### src/rtl/tas_pkg.sv
package tas_pkg;
  localparam int NGATE = 8;
  localparam int IVW   = 32;
  localparam int SECW  = 3;

  typedef logic [NGATE-1:0] gates_t;

  typedef struct packed {
    logic            last;
    gates_t          mask;
    logic [IVW-1:0]  iv;
  } gcl_ent_t;

  typedef enum logic [3:0] {
    RG_ENT_DATA = 4'd0,
    RG_IVL_LO   = 4'd1,
    RG_IVL_HI   = 4'd2,
    RG_COMMIT   = 4'd3,
    RG_CYC_LO   = 4'd4,
    RG_CYC_HI   = 4'd5,
    RG_BASE_LO  = 4'd6,
    RG_BASE_HI  = 4'd7,
    RG_START    = 4'd8,
    RG_CTRL     = 4'd9
  } reg_addr_e;
endpackage

### src/rtl/tas_cfg_regs.sv
module tas_cfg_regs
  import tas_pkg::*;
#(
  parameter int DEPTH = 16,
  parameter int AW    = 4
) (
  input  logic             clk,
  input  logic             rst,
  input  logic             we,
  input  logic [3:0]       addr,
  input  logic [15:0]      wdata,
  input  logic             go,
  output logic             cm_we,
  output logic [AW-1:0]    cm_addr,
  output gcl_ent_t         cm_ent,
  output gates_t           adm_init,
  output logic [IVW-1:0]   adm_cyc,
  output logic [31:0]      base_ns,
  output logic [SECW-1:0]  base_sec,
  output logic             armed,
  output logic             gate_en,
  output gates_t           admin_gates
);
  reg_addr_e      a_e;
  logic           in_rng;
  gates_t         stg_mask;
  logic           stg_last;
  logic [IVW-1:0] stg_iv;

  assign a_e    = reg_addr_e'(addr);
  assign in_rng = {24'd0, wdata[15:8]} < 32'(DEPTH);

  // commit port toward the list storage: staged fields at the time of the write
  assign cm_we   = we && (a_e == RG_COMMIT) && in_rng;
  assign cm_addr = wdata[8 +: AW];
  assign cm_ent  = '{last: stg_last, mask: stg_mask, iv: stg_iv};

  always_ff @(posedge clk) begin
    if (rst) begin
      stg_mask    <= '0;
      stg_last    <= 1'b0;
      stg_iv      <= '0;
      adm_init    <= '1;
      adm_cyc     <= '0;
      base_ns     <= '0;
      base_sec    <= '0;
      armed       <= 1'b0;
      gate_en     <= 1'b0;
      admin_gates <= '1;
    end else begin
      if (go) armed <= 1'b0;
      if (we) begin
        case (a_e)
          RG_ENT_DATA: begin
            stg_mask <= wdata[7:0];
            stg_last <= wdata[8];
          end
          RG_IVL_LO:  stg_iv[15:0]   <= wdata;
          RG_IVL_HI:  stg_iv[31:16]  <= wdata;
          RG_COMMIT:  if (in_rng) adm_init <= wdata[7:0];
          RG_CYC_LO:  adm_cyc[15:0]  <= wdata;
          RG_CYC_HI:  adm_cyc[31:16] <= wdata;
          RG_BASE_LO: base_ns[15:0]  <= wdata;
          RG_BASE_HI: base_ns[31:16] <= wdata;
          RG_START: begin
            armed    <= (wdata[1:0] == 2'b11);
            base_sec <= wdata[4:2];
          end
          RG_CTRL: begin
            gate_en     <= wdata[0];
            admin_gates <= wdata[15:8];
            if (!wdata[0]) armed <= 1'b0;
          end
          default: ;
        endcase
      end
    end
  end

  // a start command without both arm bits leaves nothing armed
  a_r10_cancel: assert property (@(posedge clk) disable iff (rst)
    (we && a_e == RG_START && wdata[1:0] != 2'b11) |=> !armed);

  // a start command with both arm bits arms the schedule
  a_r5_arm: assert property (@(posedge clk) disable iff (rst)
    (we && a_e == RG_START && wdata[1:0] == 2'b11) |=> armed);

  // turning gating off also disarms
  a_r2_off_disarm: assert property (@(posedge clk) disable iff (rst)
    (we && a_e == RG_CTRL && !wdata[0]) |=> (!armed && !gate_en));
endmodule

### src/rtl/tas_gcl_ram.sv
module tas_gcl_ram
  import tas_pkg::*;
#(
  parameter int DEPTH = 16,
  parameter int AW    = 4
) (
  input  logic          clk,
  input  logic          we,
  input  logic          wbank,
  input  logic [AW-1:0] waddr,
  input  gcl_ent_t      wdata,
  input  logic          rbank,
  input  logic [AW-1:0] raddr,
  output gcl_ent_t      rdata
);
  localparam int BW = $bits(gcl_ent_t);

  logic [BW-1:0] rd [2];

  // one storage array per bank; the running bank is only read
  for (genvar b = 0; b < 2; b++) begin : g_bank
    logic [BW-1:0] mem [DEPTH];
    always_ff @(posedge clk) begin
      if (we && wbank == 1'(b)) mem[waddr] <= wdata;
    end
    assign rd[b] = mem[raddr];
  end

  assign rdata = gcl_ent_t'(rbank ? rd[1] : rd[0]);
endmodule

### src/rtl/tas_seq_engine.sv
module tas_seq_engine
  import tas_pkg::*;
#(
  parameter int DEPTH   = 16,
  parameter int AW      = 4,
  parameter int TICK_NS = 8
) (
  input  logic            clk,
  input  logic            rst,
  input  logic            en,
  input  gates_t          admin_gates,
  input  logic            armed,
  input  logic [31:0]     base_ns,
  input  logic [SECW-1:0] base_sec,
  input  gates_t          adm_init,
  input  logic [IVW-1:0]  adm_cyc,
  input  logic [31:0]     tod_ns,
  input  logic [SECW-1:0] tod_sec_lo,
  input  gcl_ent_t        ent,
  output logic            go,
  output logic            oper_bank,
  output logic [AW-1:0]   idx,
  output gates_t          gate_q
);
  localparam logic [AW-1:0] LAST_IDX = AW'(DEPTH - 1);

  logic           running;
  logic [IVW-1:0] ent_cnt, cyc_cnt, cyc_len;
  gates_t         init_q;
  logic [IVW:0]   cyc_nx, ent_nx;
  logic           cyc_end, ent_end;

  assign go      = en && armed && (tod_sec_lo == base_sec) && (tod_ns >= base_ns);
  assign cyc_nx  = {1'b0, cyc_cnt} + (IVW+1)'(TICK_NS);
  assign ent_nx  = {1'b0, ent_cnt} + (IVW+1)'(TICK_NS);
  assign cyc_end = cyc_nx >= {1'b0, cyc_len};
  assign ent_end = ent_nx >= {1'b0, ent.iv};

  always_ff @(posedge clk) begin
    if (rst) begin
      running   <= 1'b0;
      oper_bank <= 1'b0;
      idx       <= '0;
      ent_cnt   <= '0;
      cyc_cnt   <= '0;
      cyc_len   <= '0;
      init_q    <= '1;
      gate_q    <= '1;
    end else if (!en) begin
      running <= 1'b0;
      idx     <= '0;
      gate_q  <= '1;
    end else if (go) begin
      running   <= 1'b1;
      oper_bank <= ~oper_bank;
      idx       <= '0;
      ent_cnt   <= '0;
      cyc_cnt   <= '0;
      cyc_len   <= adm_cyc;
      init_q    <= adm_init;
      gate_q    <= adm_init;
    end else if (running) begin
      if (cyc_end) begin
        idx     <= '0;
        ent_cnt <= '0;
        cyc_cnt <= '0;
        gate_q  <= init_q;
      end else if (ent_end) begin
        gate_q  <= gate_q ^ ent.mask;
        idx     <= (ent.last || idx == LAST_IDX) ? '0 : idx + 1'b1;
        ent_cnt <= '0;
        cyc_cnt <= cyc_nx[IVW-1:0];
      end else begin
        ent_cnt <= ent_nx[IVW-1:0];
        cyc_cnt <= cyc_nx[IVW-1:0];
      end
    end else begin
      gate_q <= admin_gates;
    end
  end

  // gating off forces every gate open
  a_r2_off_open: assert property (@(posedge clk) disable iff (rst)
    !en |=> gate_q == 8'hFF);

  // idle while enabled shows the admin pattern
  a_r2_idle_admin: assert property (@(posedge clk) disable iff (rst)
    (en && !running && !go) |=> gate_q == $past(admin_gates));

  // the start edge loads the initial pattern at entry 0
  a_r6_start_init: assert property (@(posedge clk) disable iff (rst)
    go |=> (running && idx == '0 && gate_q == $past(adm_init)));

  // the cycle boundary restarts from the initial pattern
  a_r9_cycle_restart: assert property (@(posedge clk) disable iff (rst)
    (en && running && !go && cyc_end) |=> (idx == '0 && gate_q == init_q));

  // a flagged last entry wraps to entry 0
  a_r8_last_wrap: assert property (@(posedge clk) disable iff (rst)
    (en && running && !go && !cyc_end && ent_end && ent.last) |=> idx == '0);

  // the running bank changes only at a start instant
  a_r11_bank_hold: assert property (@(posedge clk) disable iff (rst)
    !go |=> $stable(oper_bank));
endmodule

### src/rtl/tas_gate_seq.sv
module tas_gate_seq
  import tas_pkg::*;
#(
  parameter int DEPTH   = 16,
  parameter int TICK_NS = 8
) (
  input  logic        clk,
  input  logic        rst,
  input  logic        cfg_we,
  input  logic [3:0]  cfg_addr,
  input  logic [15:0] cfg_wdata,
  input  logic [31:0] tod_ns,
  input  logic [2:0]  tod_sec_lo,
  output logic [7:0]  gate_open
);
  localparam int AW = (DEPTH > 1) ? $clog2(DEPTH) : 1;

  logic            cm_we, armed, gate_en, go, oper_bank;
  logic [AW-1:0]   cm_addr, idx;
  gcl_ent_t        cm_ent, cur_ent;
  gates_t          adm_init, admin_gates, gate_q;
  logic [IVW-1:0]  adm_cyc;
  logic [31:0]     base_ns;
  logic [SECW-1:0] base_sec;

  tas_cfg_regs #(.DEPTH(DEPTH), .AW(AW)) u_cfg (
    .clk(clk), .rst(rst), .we(cfg_we), .addr(cfg_addr), .wdata(cfg_wdata),
    .go(go), .cm_we(cm_we), .cm_addr(cm_addr), .cm_ent(cm_ent),
    .adm_init(adm_init), .adm_cyc(adm_cyc), .base_ns(base_ns),
    .base_sec(base_sec), .armed(armed), .gate_en(gate_en),
    .admin_gates(admin_gates)
  );

  tas_gcl_ram #(.DEPTH(DEPTH), .AW(AW)) u_ram (
    .clk(clk), .we(cm_we), .wbank(~oper_bank), .waddr(cm_addr), .wdata(cm_ent),
    .rbank(oper_bank), .raddr(idx), .rdata(cur_ent)
  );

  tas_seq_engine #(.DEPTH(DEPTH), .AW(AW), .TICK_NS(TICK_NS)) u_seq (
    .clk(clk), .rst(rst), .en(gate_en), .admin_gates(admin_gates),
    .armed(armed), .base_ns(base_ns), .base_sec(base_sec),
    .adm_init(adm_init), .adm_cyc(adm_cyc), .tod_ns(tod_ns),
    .tod_sec_lo(tod_sec_lo), .ent(cur_ent), .go(go),
    .oper_bank(oper_bank), .idx(idx), .gate_q(gate_q)
  );

  assign gate_open = gate_q;
endmodule

### config.mk
export PLATFORM = sky130hd
export DESIGN_NAME = tas_gate_seq
export DESIGN_NICKNAME = d
export VERILOG_FILES = /design/src/rtl/tas_pkg.sv /design/src/rtl/tas_cfg_regs.sv /design/src/rtl/tas_gcl_ram.sv /design/src/rtl/tas_seq_engine.sv /design/src/rtl/tas_gate_seq.sv
export SDC_FILE = /design/constraint.sdc
export NUM_CORES = 2
export LEC_CHECK = 0
export BUFFER_PORTS_ARGS = -buffer_cell sky130_fd_sc_hd__buf_2
export CORE_MARGIN = 3
export CORE_UTILIZATION = 51
export DETAILED_ROUTE_END_ITERATION = 6
export HOLD_SLACK_MARGIN = 0.08
export PLACE_DENSITY_LB_ADDON = 0.1
export SYNTH_ARGS = -nofsm -noshare
export SYNTH_HDL_FRONTEND = slang
export SYNTH_SLANG_ARGS = --single-unit
export TNS_END_PERCENT = 20
### constraint.sdc
create_clock -name clk -period 9.5 [get_ports clk]
set_input_delay 0.95 -clock clk [delete_from_list [all_inputs] [get_ports clk]]
set_output_delay 0.95 -clock clk [all_outputs]
set_load 0.1 [all_outputs]
==> run_summary.xml <==
<?xml version="1.0" encoding="UTF-8"?>
<metrics>
  <group name="outcome">
    <metric name="status" unit="">finished, final reports clean</metric>
  </group>
  <group name="clock_network">
    <metric name="clock_path_buffers" unit="">3</metric>
    <metric name="post_cts.repair.setup_buffers" unit="">0</metric>
    <metric name="clkTransAtPathRegs" unit="ns">0.06</metric>
    <metric name="cts-hold-fix-buffers" unit="">0</metric>
    <metric name="clockRootBuffer" unit="">clkbuf_16</metric>
    <metric name="cts_resized" unit="">0</metric>
    <metric name="insertion_delay" unit="ns">0.75</metric>
    <metric name="tritoncts_buffers" unit="">160</metric>
    <metric name="cts_max_level" unit="">4</metric>
    <metric name="cts_tree" unit="">yes</metric>
    <metric name="cts_num_sinks" unit="">1554</metric>
  </group>
  <group name="worst_setup_path">
    <metric name="timing.critical_path.arrival" unit="ns">7.03</metric>
    <metric name="critical_path_buf_inv_count" unit="">3</metric>
    <metric name="cpLargestDelayFamily" unit="">simple AND/OR/NAND/NOR gates</metric>
    <metric name="startpoint_type_of_the_worst_setup_path" unit="">flip-flop</metric>
    <metric name="timing.critical_path.slowest_cell_delay" unit="ns">0.99</metric>
    <metric name="cp_cell_sequence" unit="">buf_4 -&gt; inv_6 -&gt; buf_4 -&gt; mux4_2 -&gt; mux2i_1 -&gt; ha_1 -&gt; nand4_1 -&gt; nor4_1 -&gt; nand4_1 -&gt; or4_1 -&gt; o22a_1 -&gt; nand4_4 -&gt; or3_1 -&gt; o221ai_1 -&gt; o21ai_0</metric>
    <metric name="endpoint_of_the_worst_slack_reg_to_reg_timing_path" unit="">u_seq.gate_q[2]$_SDFFE_PP1P_</metric>
    <metric name="slowest_stage" unit="">nor4_1</metric>
    <metric name="criticalPathCategory" unit="">reg -&gt; reg</metric>
    <metric name="reg2reg_slack" unit="ns">3.14</metric>
    <metric name="timing.critical_path.fanout_max" unit="">33</metric>
    <metric name="cp_data_required_time" unit="ns">10.17</metric>
    <metric name="cp-end-kind" unit="">flip-flop</metric>
    <metric name="worst-r2r-cell-count" unit="">15</metric>
  </group>
  <group name="synthesis">
    <metric name="synth.yosys.warnings" unit="">0</metric>
    <metric name="synth_area" unit="mm2">0.0618</metric>
    <metric name="synthCells" unit="">3577</metric>
    <metric name="synth_area_per_cell" unit="um2">17.3</metric>
    <metric name="synth-edff-count" unit="">1312</metric>
    <metric name="postSynth.asyncResetShare" unit="%">0</metric>
    <metric name="yosys-top-cells-count" unit="">1312 x edfxtp_1, 345 x mux4_2, 339 x nand2_1</metric>
    <metric name="synth.ff_latch_count" unit="">1554</metric>
    <metric name="most_frequent_cell_after_synthesis" unit="">edfxtp_1</metric>
    <metric name="synth.lib_cells_used.distinct" unit="">73</metric>
    <metric name="yosys-top-cells-area" unit="">edfxtp_1 64%, mux4_2 13%, dfxtp_1 7.8%, nand2_1 2.1%, ha_1 1.9%</metric>
    <metric name="mappedNetlistNets" unit="">3728</metric>
    <metric name="synthDominantCellAreaShare" unit="%">63.7</metric>
    <metric name="synth_top_area_cell" unit="">edfxtp_1</metric>
    <metric name="synth_ff_type" unit="">edfxtp_1</metric>
    <metric name="ys_seq_area_share" unit="%">71.6</metric>
  </group>
  <group name="power_and_ir_drop">
    <metric name="total_design_power" unit="mW">13.6</metric>
    <metric name="p_leak" unit="nW">22.1</metric>
    <metric name="vdd_ir_drop_max" unit="mV">0.173</metric>
    <metric name="power_per_cell_area" unit="mW/mm2">196</metric>
  </group>
  <group name="sta">
    <metric name="setup-tns-final" unit="ns">0</metric>
    <metric name="timing.final.setup_violations" unit="">0</metric>
    <metric name="period_share" unit="%">67.0</metric>
    <metric name="timing.max_slew.rel_slack" unit="%">7.12</metric>
    <metric name="rsz0062_at_grt" unit="">false</metric>
    <metric name="finalWorstPathRequiredPeriod" unit="ns">6.36</metric>
    <metric name="timing_worst_slew_pin_value" unit="ns">1.39</metric>
    <metric name="maxClockFrequency" unit="GHz">0.157</metric>
    <metric name="finalHoldViolCount" unit="">0</metric>
    <metric name="pins_over_their_slew_limit" unit="">0</metric>
    <metric name="setup_skew_after_layout" unit="ns">0.0223</metric>
  </group>
  <group name="route">
    <metric name="detail_route.first_pass.iterations" unit="">6</metric>
    <metric name="avgViaCountPerCell" unit="">6.20</metric>
    <metric name="drtIter0Drc" unit="">3782</metric>
    <metric name="post-route-drc-count" unit="">0</metric>
    <metric name="drt.antenna.violating_nets" unit="">0</metric>
    <metric name="wl" unit="um">159000</metric>
    <metric name="wire_per_inst" unit="um">29.3</metric>
    <metric name="dr_total_vias" unit="">33603</metric>
  </group>
  <group name="floorplan">
    <metric name="floorplan.initialDensity" unit="%">51.5</metric>
    <metric name="chipWidth" unit="um">354</metric>
    <metric name="placementRows" unit="">127</metric>
    <metric name="placeableCoreArea" unit="mm2">0.120</metric>
    <metric name="floorplan.io_pins" unit="">66</metric>
    <metric name="die_h" unit="um">354</metric>
    <metric name="fp.dieArea" unit="mm2">0.125</metric>
  </group>
  <group name="cells_and_area">
    <metric name="final_std_cells_w_o_fill" unit="">5420</metric>
    <metric name="layout.area.seq" unit="mm2">0.0443</metric>
    <metric name="layout-drive-gt1-share" unit="%">20.4</metric>
    <metric name="finalCoreUtilization" unit="%">57.7</metric>
    <metric name="multi_input_comb_area" unit="mm2">0.0167</metric>
    <metric name="finalNetCount" unit="">3835</metric>
    <metric name="synth_to_layout_area_growth" unit="%">12.2</metric>
    <metric name="n_diodes" unit="">0</metric>
    <metric name="num-fill-cells" unit="">9089</metric>
  </group>
  <group name="global_route">
    <metric name="grt_remaining_overflow" unit="">0</metric>
    <metric name="grt_pass1_wl" unit="um">232000</metric>
    <metric name="grt_antenna_before_repair" unit="">1</metric>
    <metric name="grt_pass1_vias" unit="">34062</metric>
    <metric name="grt_max_degree" unit="">124</metric>
    <metric name="groute.usage.overall" unit="%">25.5</metric>
  </group>
  <group name="place">
    <metric name="detailedPlacementHpwl" unit="um">85700</metric>
    <metric name="dp.cells" unit="">5134</metric>
    <metric name="io_buf_count" unit="">65</metric>
    <metric name="routabilityCongestion" unit="">0.840</metric>
  </group>
  <group name="min_path">
    <metric name="timing.hold.worst.start" unit="">u_seq.cyc_len[8]$_SDFFE_PP0P_</metric>
    <metric name="hold_path_end" unit="">u_seq.cyc_len[8]$_SDFFE_PP0P_</metric>
    <metric name="min_delay_path_depth" unit="">2</metric>
    <metric name="hold_path.class" unit="">reg -&gt; reg</metric>
  </group>
  <group name="job">
    <metric name="maxCapViolations" unit="">0</metric>
  </group>
</metrics>
cell usage in the layout, fill, tap and decap left out, types with 32 or more instances in the layout:
cell type,synthesis,layout
a21oi_1,190,190
buf_2,40,64
buf_4,5,64
clkbuf_1,134,34
clkbuf_16,0,165
clkinv_2,0,40
dfxtp_1,242,238
edfxtp_1,1312,1312
ha_1,93,93
inv_1,87,87
mux2i_1,101,101
mux4_2,345,345
nand2_1,339,339
nand3_1,51,51
nor2_1,162,130
nor2_4,0,32
o21ai_0,42,42
xnor2_1,36,36
power by group:
group	switching [mW]	internal [mW]	total [mW]
Combinational	0.0804	0.0300	0.110
Clock	2.54	3.62	6.16
Sequential	0.0214	7.31	7.33
Total	2.64	11.0	13.6
worst min-delay path, cell delays in order, from the launching register on:
cell     delay, ns
dfxtp_1       0.31
nand2_1       0.05
a21oi_1       0.05
per-layer routing:
| metal | vias to the layer above | global-route usage (%) | routed length (um) |
|---|---|---|---|
| met3 | 278 | 4.03 | 11500 |
| met4 | 0 | 7.59 | 4440 |
| met1 | 17640 | 35.9 | 65300 |
| met2 | 1361 | 41.7 | 77800 |
| li1 | 14324 | - | - |
| met5 | - | 0 | 0 |
worst max-delay path by stage:
| stage | from | end | cells past startpoint |
|---|---|---|---|
| global placement | flip-flop | u_seq.gate_q[2]$_SDFFE_PP1P_ | 15 |
| detailed placement | flip-flop | u_seq.gate_q[2]$_SDFFE_PP1P_ | 15 |
| global route | flip-flop | u_seq.gate_q[2]$_SDFFE_PP1P_ | 15 |
| finish | flip-flop | u_seq.gate_q[2]$_SDFFE_PP1P_ | 15 |
| CTS | flip-flop | u_seq.gate_q[2]$_SDFFE_PP1P_ | 15 |
| floorplan | flip-flop | u_seq.gate_q[0]$_SDFFE_PP1P_ | 19 |
metrics by stage:
step	instance area [um2]	hold slack [ns]	worst slack, ns
after CTS	69400	0.451	3.09
final	69400	0.448	3.14
after floorplan	61800	0.426	4.46
after detailed placement	64200	0.445	3.13
after global routing	69400	0.467	2.79
after global placement	64200	0.441	3.18
cell type report:
type / count / share of cell area, %
Clock buffer: 208 / 6.30
Clock inverter: 78 / 1.10
Inverter: 89 / 0.489
Multi-Input combinational cell: 1746 / 24.1
Sequential cell: 1554 / 63.8
Tap cell: 1612 / 2.91
Timing Repair Buffer: 133 / 1.29
cells by family after synthesis:
logic type / count (synthesis) / share of synthesized area, %
buffers and inverters: 277 / 1.81
XOR/XNOR: 59 / 0.836
flip-flops: 1554 / 71.6
multiplexers: 453 / 14.3
AO/OA/AOI/OAI: 405 / 4.11
adder cells (fa/ha/maj): 93 / 1.88
AND/OR/NAND/NOR: 736 / 5.45
state kept, by name, indices dropped and copies added, names as in the netlist, 29 cells and up, named ones only:
register / flops
u_seq.cyc_len: 32
u_cfg.stg_iv: 32
u_cfg.adm_cyc: 32
u_seq.ent_cnt: 29
u_cfg.base_ns: 32
u_seq.cyc_cnt: 29
u_ram.g_bank.mem: 1312
No activity file was read; power rests on OpenSTA's default activity.
